===== src/rtl/cos_irq_pkg.sv =====
package cos_irq_pkg;
  typedef enum logic {
    ACC_BYTE = 1'b0,
    ACC_WORD = 1'b1
  } acc_size_e;
endpackage


===== src/rtl/cos_sync.sv =====
module cos_sync #(
  parameter int unsigned WIDTH = 32
) (
  input  logic             clk_i,
  input  logic             rst_ni,
  input  logic [WIDTH-1:0] d_i,
  output logic [WIDTH-1:0] q_o
);
  logic [WIDTH-1:0] meta_q, sync_q;

  always_ff @(posedge clk_i or negedge rst_ni) begin
    if (!rst_ni) begin
      meta_q <= '0;
      sync_q <= '0;
    end else begin
      meta_q <= d_i;
      sync_q <= meta_q;
    end
  end

  assign q_o = sync_q;
endmodule


===== src/rtl/cos_edge_det.sv =====
module cos_edge_det #(
  parameter int unsigned BANKS  = 4,
  parameter int unsigned BANK_W = 8,
  localparam int unsigned LINES = BANKS * BANK_W
) (
  input  logic             clk_i,
  input  logic             rst_ni,
  input  logic [LINES-1:0] line_i,
  input  logic [BANKS-1:0] rise_en_i,
  input  logic [BANKS-1:0] fall_en_i,
  output logic [LINES-1:0] hit_o
);
  logic [LINES-1:0] prev_q;

  always_ff @(posedge clk_i or negedge rst_ni) begin
    if (!rst_ni) prev_q <= '0;
    else         prev_q <= line_i;
  end

  for (genvar b = 0; b < BANKS; b++) begin : g_bank
    logic [BANK_W-1:0] cur, old;
    assign cur = line_i[b*BANK_W +: BANK_W];
    assign old = prev_q[b*BANK_W +: BANK_W];
    assign hit_o[b*BANK_W +: BANK_W] = ({BANK_W{rise_en_i[b]}} &  cur & ~old)
                                     | ({BANK_W{fall_en_i[b]}} & ~cur &  old);
  end
endmodule


===== src/rtl/cos_status.sv =====
module cos_status #(
  parameter int unsigned LINES = 32
) (
  input  logic             clk_i,
  input  logic             rst_ni,
  input  logic [LINES-1:0] hit_i,
  input  logic [LINES-1:0] clr_i,
  output logic [LINES-1:0] stat_o
);
  logic [LINES-1:0] stat_q;

  // set has priority over clear
  always_ff @(posedge clk_i or negedge rst_ni) begin
    if (!rst_ni) stat_q <= '0;
    else         stat_q <= (stat_q & ~clr_i) | hit_i;
  end

  assign stat_o = stat_q;
endmodule


===== src/rtl/cos_regif.sv =====
module cos_regif
  import cos_irq_pkg::*;
#(
  parameter int unsigned BANKS  = 4,
  parameter int unsigned BANK_W = 8,
  parameter int unsigned ADDR_W = 4,
  localparam int unsigned LINES = BANKS * BANK_W,
  localparam int unsigned ENA_W = 2 * BANKS
) (
  input  logic              clk_i,
  input  logic              rst_ni,
  input  logic              req_i,
  input  logic              we_i,
  input  logic              word_i,
  input  logic [ADDR_W-1:0] addr_i,
  input  logic [LINES-1:0]  wdata_i,
  input  logic [LINES-1:0]  stat_i,
  output logic [LINES-1:0]  clr_o,
  output logic [BANKS-1:0]  rise_en_o,
  output logic [BANKS-1:0]  fall_en_o,
  output logic [LINES-1:0]  rdata_o,
  output logic              rvalid_o
);
  localparam logic [ADDR_W-1:0] EnaAddr = ADDR_W'(BANKS);

  acc_size_e        acc;
  logic             wr, rd, stat_rng, word_stat;
  logic [ENA_W-1:0] ena_q;
  logic [LINES-1:0] rd_nxt, rdata_q;
  logic             rvalid_q;

  assign acc       = acc_size_e'(word_i);
  assign wr        = req_i & we_i;
  assign rd        = req_i & ~we_i;
  assign stat_rng  = addr_i < EnaAddr;
  assign word_stat = stat_rng && (acc == ACC_WORD);

  for (genvar b = 0; b < BANKS; b++) begin : g_clr
    logic byte_hit;
    assign byte_hit = (acc == ACC_BYTE) && (addr_i == ADDR_W'(b));
    assign clr_o[b*BANK_W +: BANK_W] =
        !wr       ? '0 :
        word_stat ? wdata_i[b*BANK_W +: BANK_W] :
        byte_hit  ? wdata_i[BANK_W-1:0] : '0;
  end

  always_comb begin
    rd_nxt = '0;
    if (word_stat) begin
      rd_nxt = stat_i;
    end else if (stat_rng) begin
      for (int b = 0; b < BANKS; b++)
        if (addr_i == ADDR_W'(b)) rd_nxt[BANK_W-1:0] = stat_i[b*BANK_W +: BANK_W];
    end else if (addr_i == EnaAddr) begin
      rd_nxt[ENA_W-1:0] = ena_q;
    end
  end

  always_ff @(posedge clk_i or negedge rst_ni) begin
    if (!rst_ni) begin
      ena_q    <= '0;
      rdata_q  <= '0;
      rvalid_q <= 1'b0;
    end else begin
      if (wr && addr_i == EnaAddr) ena_q <= wdata_i[ENA_W-1:0];
      rvalid_q <= rd;
      if (rd) rdata_q <= rd_nxt;
    end
  end

  assign rise_en_o = ena_q[BANKS-1:0];
  assign fall_en_o = ena_q[ENA_W-1:BANKS];
  assign rdata_o   = rdata_q;
  assign rvalid_o  = rvalid_q;
endmodule


===== src/rtl/cos_irq_ctrl.sv =====
module cos_irq_ctrl #(
  parameter int unsigned BANKS  = 4,
  parameter int unsigned BANK_W = 8,
  parameter int unsigned ADDR_W = 4,
  localparam int unsigned LINES = BANKS * BANK_W,
  localparam int unsigned ISO_W = (BANKS - 1) * BANK_W
) (
  input  logic              clk_i,
  input  logic              rst_ni,
  input  logic [ISO_W-1:0]  iso_i,
  input  logic [BANK_W-1:0] lvl_i,
  input  logic              bus_req_i,
  input  logic              bus_we_i,
  input  logic              bus_word_i,
  input  logic [ADDR_W-1:0] bus_addr_i,
  input  logic [LINES-1:0]  bus_wdata_i,
  output logic [LINES-1:0]  bus_rdata_o,
  output logic              bus_rvalid_o,
  output logic              irq_o
);
  logic [LINES-1:0] line_sync, hit, clr, stat_q;
  logic [BANKS-1:0] rise_en, fall_en;

  cos_sync #(.WIDTH(LINES)) u_sync (
    .clk_i (clk_i),
    .rst_ni(rst_ni),
    .d_i   ({lvl_i, iso_i}),
    .q_o   (line_sync)
  );

  cos_edge_det #(.BANKS(BANKS), .BANK_W(BANK_W)) u_edge (
    .clk_i    (clk_i),
    .rst_ni   (rst_ni),
    .line_i   (line_sync),
    .rise_en_i(rise_en),
    .fall_en_i(fall_en),
    .hit_o    (hit)
  );

  cos_status #(.LINES(LINES)) u_stat (
    .clk_i (clk_i),
    .rst_ni(rst_ni),
    .hit_i (hit),
    .clr_i (clr),
    .stat_o(stat_q)
  );

  cos_regif #(.BANKS(BANKS), .BANK_W(BANK_W), .ADDR_W(ADDR_W)) u_regif (
    .clk_i    (clk_i),
    .rst_ni   (rst_ni),
    .req_i    (bus_req_i),
    .we_i     (bus_we_i),
    .word_i   (bus_word_i),
    .addr_i   (bus_addr_i),
    .wdata_i  (bus_wdata_i),
    .stat_i   (stat_q),
    .clr_o    (clr),
    .rise_en_o(rise_en),
    .fall_en_o(fall_en),
    .rdata_o  (bus_rdata_o),
    .rvalid_o (bus_rvalid_o)
  );

  assign irq_o = |stat_q;
endmodule


===== config.mk =====
export PLATFORM = sky130hd
export DESIGN_NAME = cos_irq_ctrl
export DESIGN_NICKNAME = d
export VERILOG_FILES = /design/src/rtl/cos_irq_pkg.sv /design/src/rtl/cos_sync.sv /design/src/rtl/cos_edge_det.sv /design/src/rtl/cos_status.sv /design/src/rtl/cos_regif.sv /design/src/rtl/cos_irq_ctrl.sv
export SDC_FILE = /design/constraint.sdc
export NUM_CORES = 1
export LEC_CHECK = 0
export BUFFER_PORTS_ARGS = -buffer_cell sky130_fd_sc_hd__clkbuf_2
export CAP_MARGIN = 20
export CORE_ASPECT_RATIO = 0.8
export CORE_MARGIN = 2
export CORE_UTILIZATION = 50
export CTS_CLUSTER_SIZE = 25
export DETAILED_ROUTE_END_ITERATION = 7
export GPL_TIMING_DRIVEN = 0
export HOLD_SLACK_MARGIN = 0.03
export PLACE_DENSITY = 0.78
export SETUP_SLACK_MARGIN = 0.2
export SYNTH_ARGS = -nofsm -noshare
export SYNTH_HDL_FRONTEND = slang
export SYNTH_SLANG_ARGS = --single-unit

===== constraint.sdc =====
create_clock -name clk_i -period 1.3 [get_ports clk_i]
set_input_delay 0.26 -clock clk_i [delete_from_list [all_inputs] [get_ports clk_i]]
set_output_delay 0.26 -clock clk_i [all_outputs]
set_load 0.01 [all_outputs]

==> impl_metrics.csv <==
group,metric,value,unit
outcome,run_status,"complete, but fails checks",
outcome,violations,"negative hold slack, negative setup slack",
floorplanning,core,12780,µm²
sta,slew_headroom,60.35,%
layout,drive_gt1_share,38.29,%
synth,synthSimpleGateAreaFrac,15.17,%
sta,timing.hold.ws,-0.2335,ns
synth,synth_compound_area_share,12.56,%
sta,setup_tns,-1.340,ns
synth,synth_top_family_by_area,"simple AND/OR/NAND/NOR gates",
critical_path,endpoint_kind,"output pin",
synth,synth_mux_area_share,4.531,%
sta,rsz0062_at_grt,"true",
detailed_routing,wl_per_cell,19.39,µm
sta,min_period,2.007,ns
synth,avgSynthCellArea,12.27,µm²
run,cap_violations,0,
synth,synth_edf_count,0,
sta,fin_crit_sh,154.4,%
cts,cts-hold-fix-buffers,32,
layout,utilization,69.63,%
global_routing,grt_pass1_vias,5185,
sta,finClkSkew,0.005960,ns
detailed_routing,ant_nets,0,
sta,tightest_slew,0.5947,ns
layout,syn_to_final_growth,36.54,%
synth,synth-async-reset-ratio,100.0,%
global_routing,top_usage_layer,"met2",
detailed_routing,via_per_inst,5.603,
hold_path,hold_class,"input port to async pin",
critical_path,crit-reg2reg-capture,"u_regif.rdata_o[6]$_DFFE_PN0P_",
sta,finalMaxSlewViolations,0,
global_routing,grt-ovfl-total,0,
detailed_routing,firstDrtPassIters,5,
cts,cts.clk_slew.worst_paths,0.06,ns
synth,synthFlopType,"dfrtp_1",
pwr,ir_drop,1.252,mV
detailed_routing,drt-total-wl,17.88,mm
floorplanning,die_y,106.1,µm
sta,setup_viol,9,
floorplanning,start_util,51.00,%
synth,synthAdderAreaFrac,0,%
global_routing,use_met2,40.88,%
critical_path,r2r_setup_slack,-0.11,ns
detailed_routing,drc,0,
synth,synth-seq-cells,169,
global_routing,grt_first_pass_wirelength,28.20,mm
critical_path,rr_startpoint,"u_stat.stat_o[22]$_DFF_PN0_",
synth,yosys_warnings,0,
cts,clock_sinks,169,
critical_path,critical_path_buf_inv_count,1,
cts,cts_tree,"done",
critical_path,path_cells,"nor4_1, nand4_1, or2_4, clkbuf_2",
global_routing,antenna_found_initial,0,
cts,cts_root_buf,"clkbuf_16",
floorplanning,die_w,131.6,µm
synth,synth_xor_area_share,0,%
critical_path,timing.critical_path.arrival,1.75,ns
cts,cts_buffer_depth,2,
cts,numCtsBuffers,17,
critical_path,critical_path_required,1.04,ns
sta,max_freq,498.3,MHz
synth,seq_area_frac_synth,64.90,%
critical_path,crit_family,"simple AND/OR/NAND/NOR gates",
global_routing,grt_use_total,27.23,%
critical_path,reg2reg_depth,4,
placed_design,port_buffers,104,
floorplanning,num_io_pins,107,
placed_design,gp_congestion,0.9348,
critical_path,crit_fanout,4,
global_routing,use_met1,37.42,%
pwr,power_density,1486,nW/µm²
pwr,leakage,4.073,nW
synth,syn_inst,531,
placed_design,dp_hpwl,11.91,mm
critical_path,max_stage_delay,0.45,ns
critical_path,crit_path_top_delay_cell,"dfrtp_1",
critical_path,crit_type,"register to output pin",
layout,nNetsFinal,808,
synth,syn_nets,604,
detailed_routing,vias,5166,
floorplanning,die_area,13970,µm²
synth,netlist_area,6516,µm²
layout,num_antenna_cells,0,
critical_path,start_kind,"register",
global_routing,grt_util_met3,7.630,%
synth,ys_types,43,
floorplanning,num_rows,37,
layout,final_common_cell,"dfrtp_1",
detailed_routing,drt_iter0_drc,429,
layout,most-common-layout-cells,"147 x dfrtp_1, 100 x nand2_1, 75 x clkbuf_2",
sta,finalHoldViolCount,47,
cts,clock_latency,0.43,ns
critical_path,worstSetupPathDepth,4,
sta,finalWorstSetupSlack,-0.7069,ns
global_routing,grt_max_degree,123,
cts,htree_levels,4,
## report_power, final
group	switching, mW	internal (mW)	total [mW]
logic	0.968	0.993	1.96
registers	0.596	5.81	6.40
clock network	2.05	2.81	4.86
## synthesized netlist by cell type, drive strengths merged (2+ instances only)
library cell	n	share of area, %
a32oi	24	3.2
and2	3	0.33
o22ai	3	0.29
dfrtp	169	65
a221o	4	0.61
a21o	24	2.8
nand4	2	0.19
nor4	8	0.77
o21ai	40	3.1
a211oi	5	0.58
mux2i	4	0.61
a21oi	4	0.31
a2bb2oi	3	0.40
mux2	12	2.7
mux4	3	1.2
nand3	24	1.8
nand3b	29	3.3
nand2	100	5.8
nor2	12	0.81
nor3b	4	0.98
nand2b	2	0.19
nor2b	2	0.19
o211ai	8	0.92
buf	15	1.8
clkbuf	17	0.98
## registers in the layout, indices dropped and copies added, names as in the netlist
register,count
u_regif.rvalid_o,1
u_sync.q_o,32
u_edge.prev_q,32
u_regif.ena_q,8
u_stat.stat_o,32
u_sync.meta_q,32
u_regif.rdata_o,32
## kinds of logic (layout without fill, tap and decap cells)
group,count (synthesis),after routing
mux,19,19
simple gates,192,192
flops,169,169
compound gates,118,118
buf+inv,33,249
## stage by stage
step | worst slack [ns] | total power, mW | std cells | area (µm²) | hold WS, ns
after global routing | -0.7718 | 13.79 | 922 | 8897 | -0.2202
after CTS | -0.6789 | 13.08 | 902 | 8608 | -0.2339
final | -0.7069 | 13.22 | 922 | 8897 | -0.2335
after floorplan | -0.1893 | 7.058 | 531 | 6581 | -0.03559
after global placement | -2.759 | 7.812 | 810 | 7321 | 0.3313
after detailed placement | -0.4739 | 7.891 | 811 | 7357 | 0.2255
## routing by layer
metal	share of wire (%)	wire, µm	vias to the layer above
met3	7.4	1329	41
li1	-	-	2316
met2	47	8317	227
met1	43	7771	2582
met5	0	0	-
met4	2.6	461	0
## how the worst max path moves through the flow
stage,from,endpoint,slack (ns)
after floorplan,bus_addr_i[1],u_regif.ena_q[0]$_DFFE_PN0P_,-0.19
after global placement,rst_ni,u_sync.q_o[17]$_DFF_PN0_,-2.76
after detailed placement,bus_addr_i[1],u_regif.ena_q[4]$_DFFE_PN0P_,-0.47
after CTS,u_stat.stat_o[3]$_DFF_PN0_,irq_o,-0.68
after global routing,u_stat.stat_o[1]$_DFF_PN0_,irq_o,-0.77
final,u_stat.stat_o[7]$_DFF_PN0_,irq_o,-0.71
## final cells by class
type,count,area (µm²)
clock buffers,20,466.7
multi-input cells,329,2272
repair buffers,185,1285
fillers,933,3880
inverters,1,3.754
well taps,175,219.0
plain buffers,32,281.5
flip-flops and latches,169,4257
clock inverters,11,112.6
## timing repair
action,CTS,global route
buffers inserted,28,20
pin swaps,5,13
hold endpoints to repair,79,47
setup endpoints to repair,81,105
resized for setup,49,84
(Power assumes the default switching activity.)
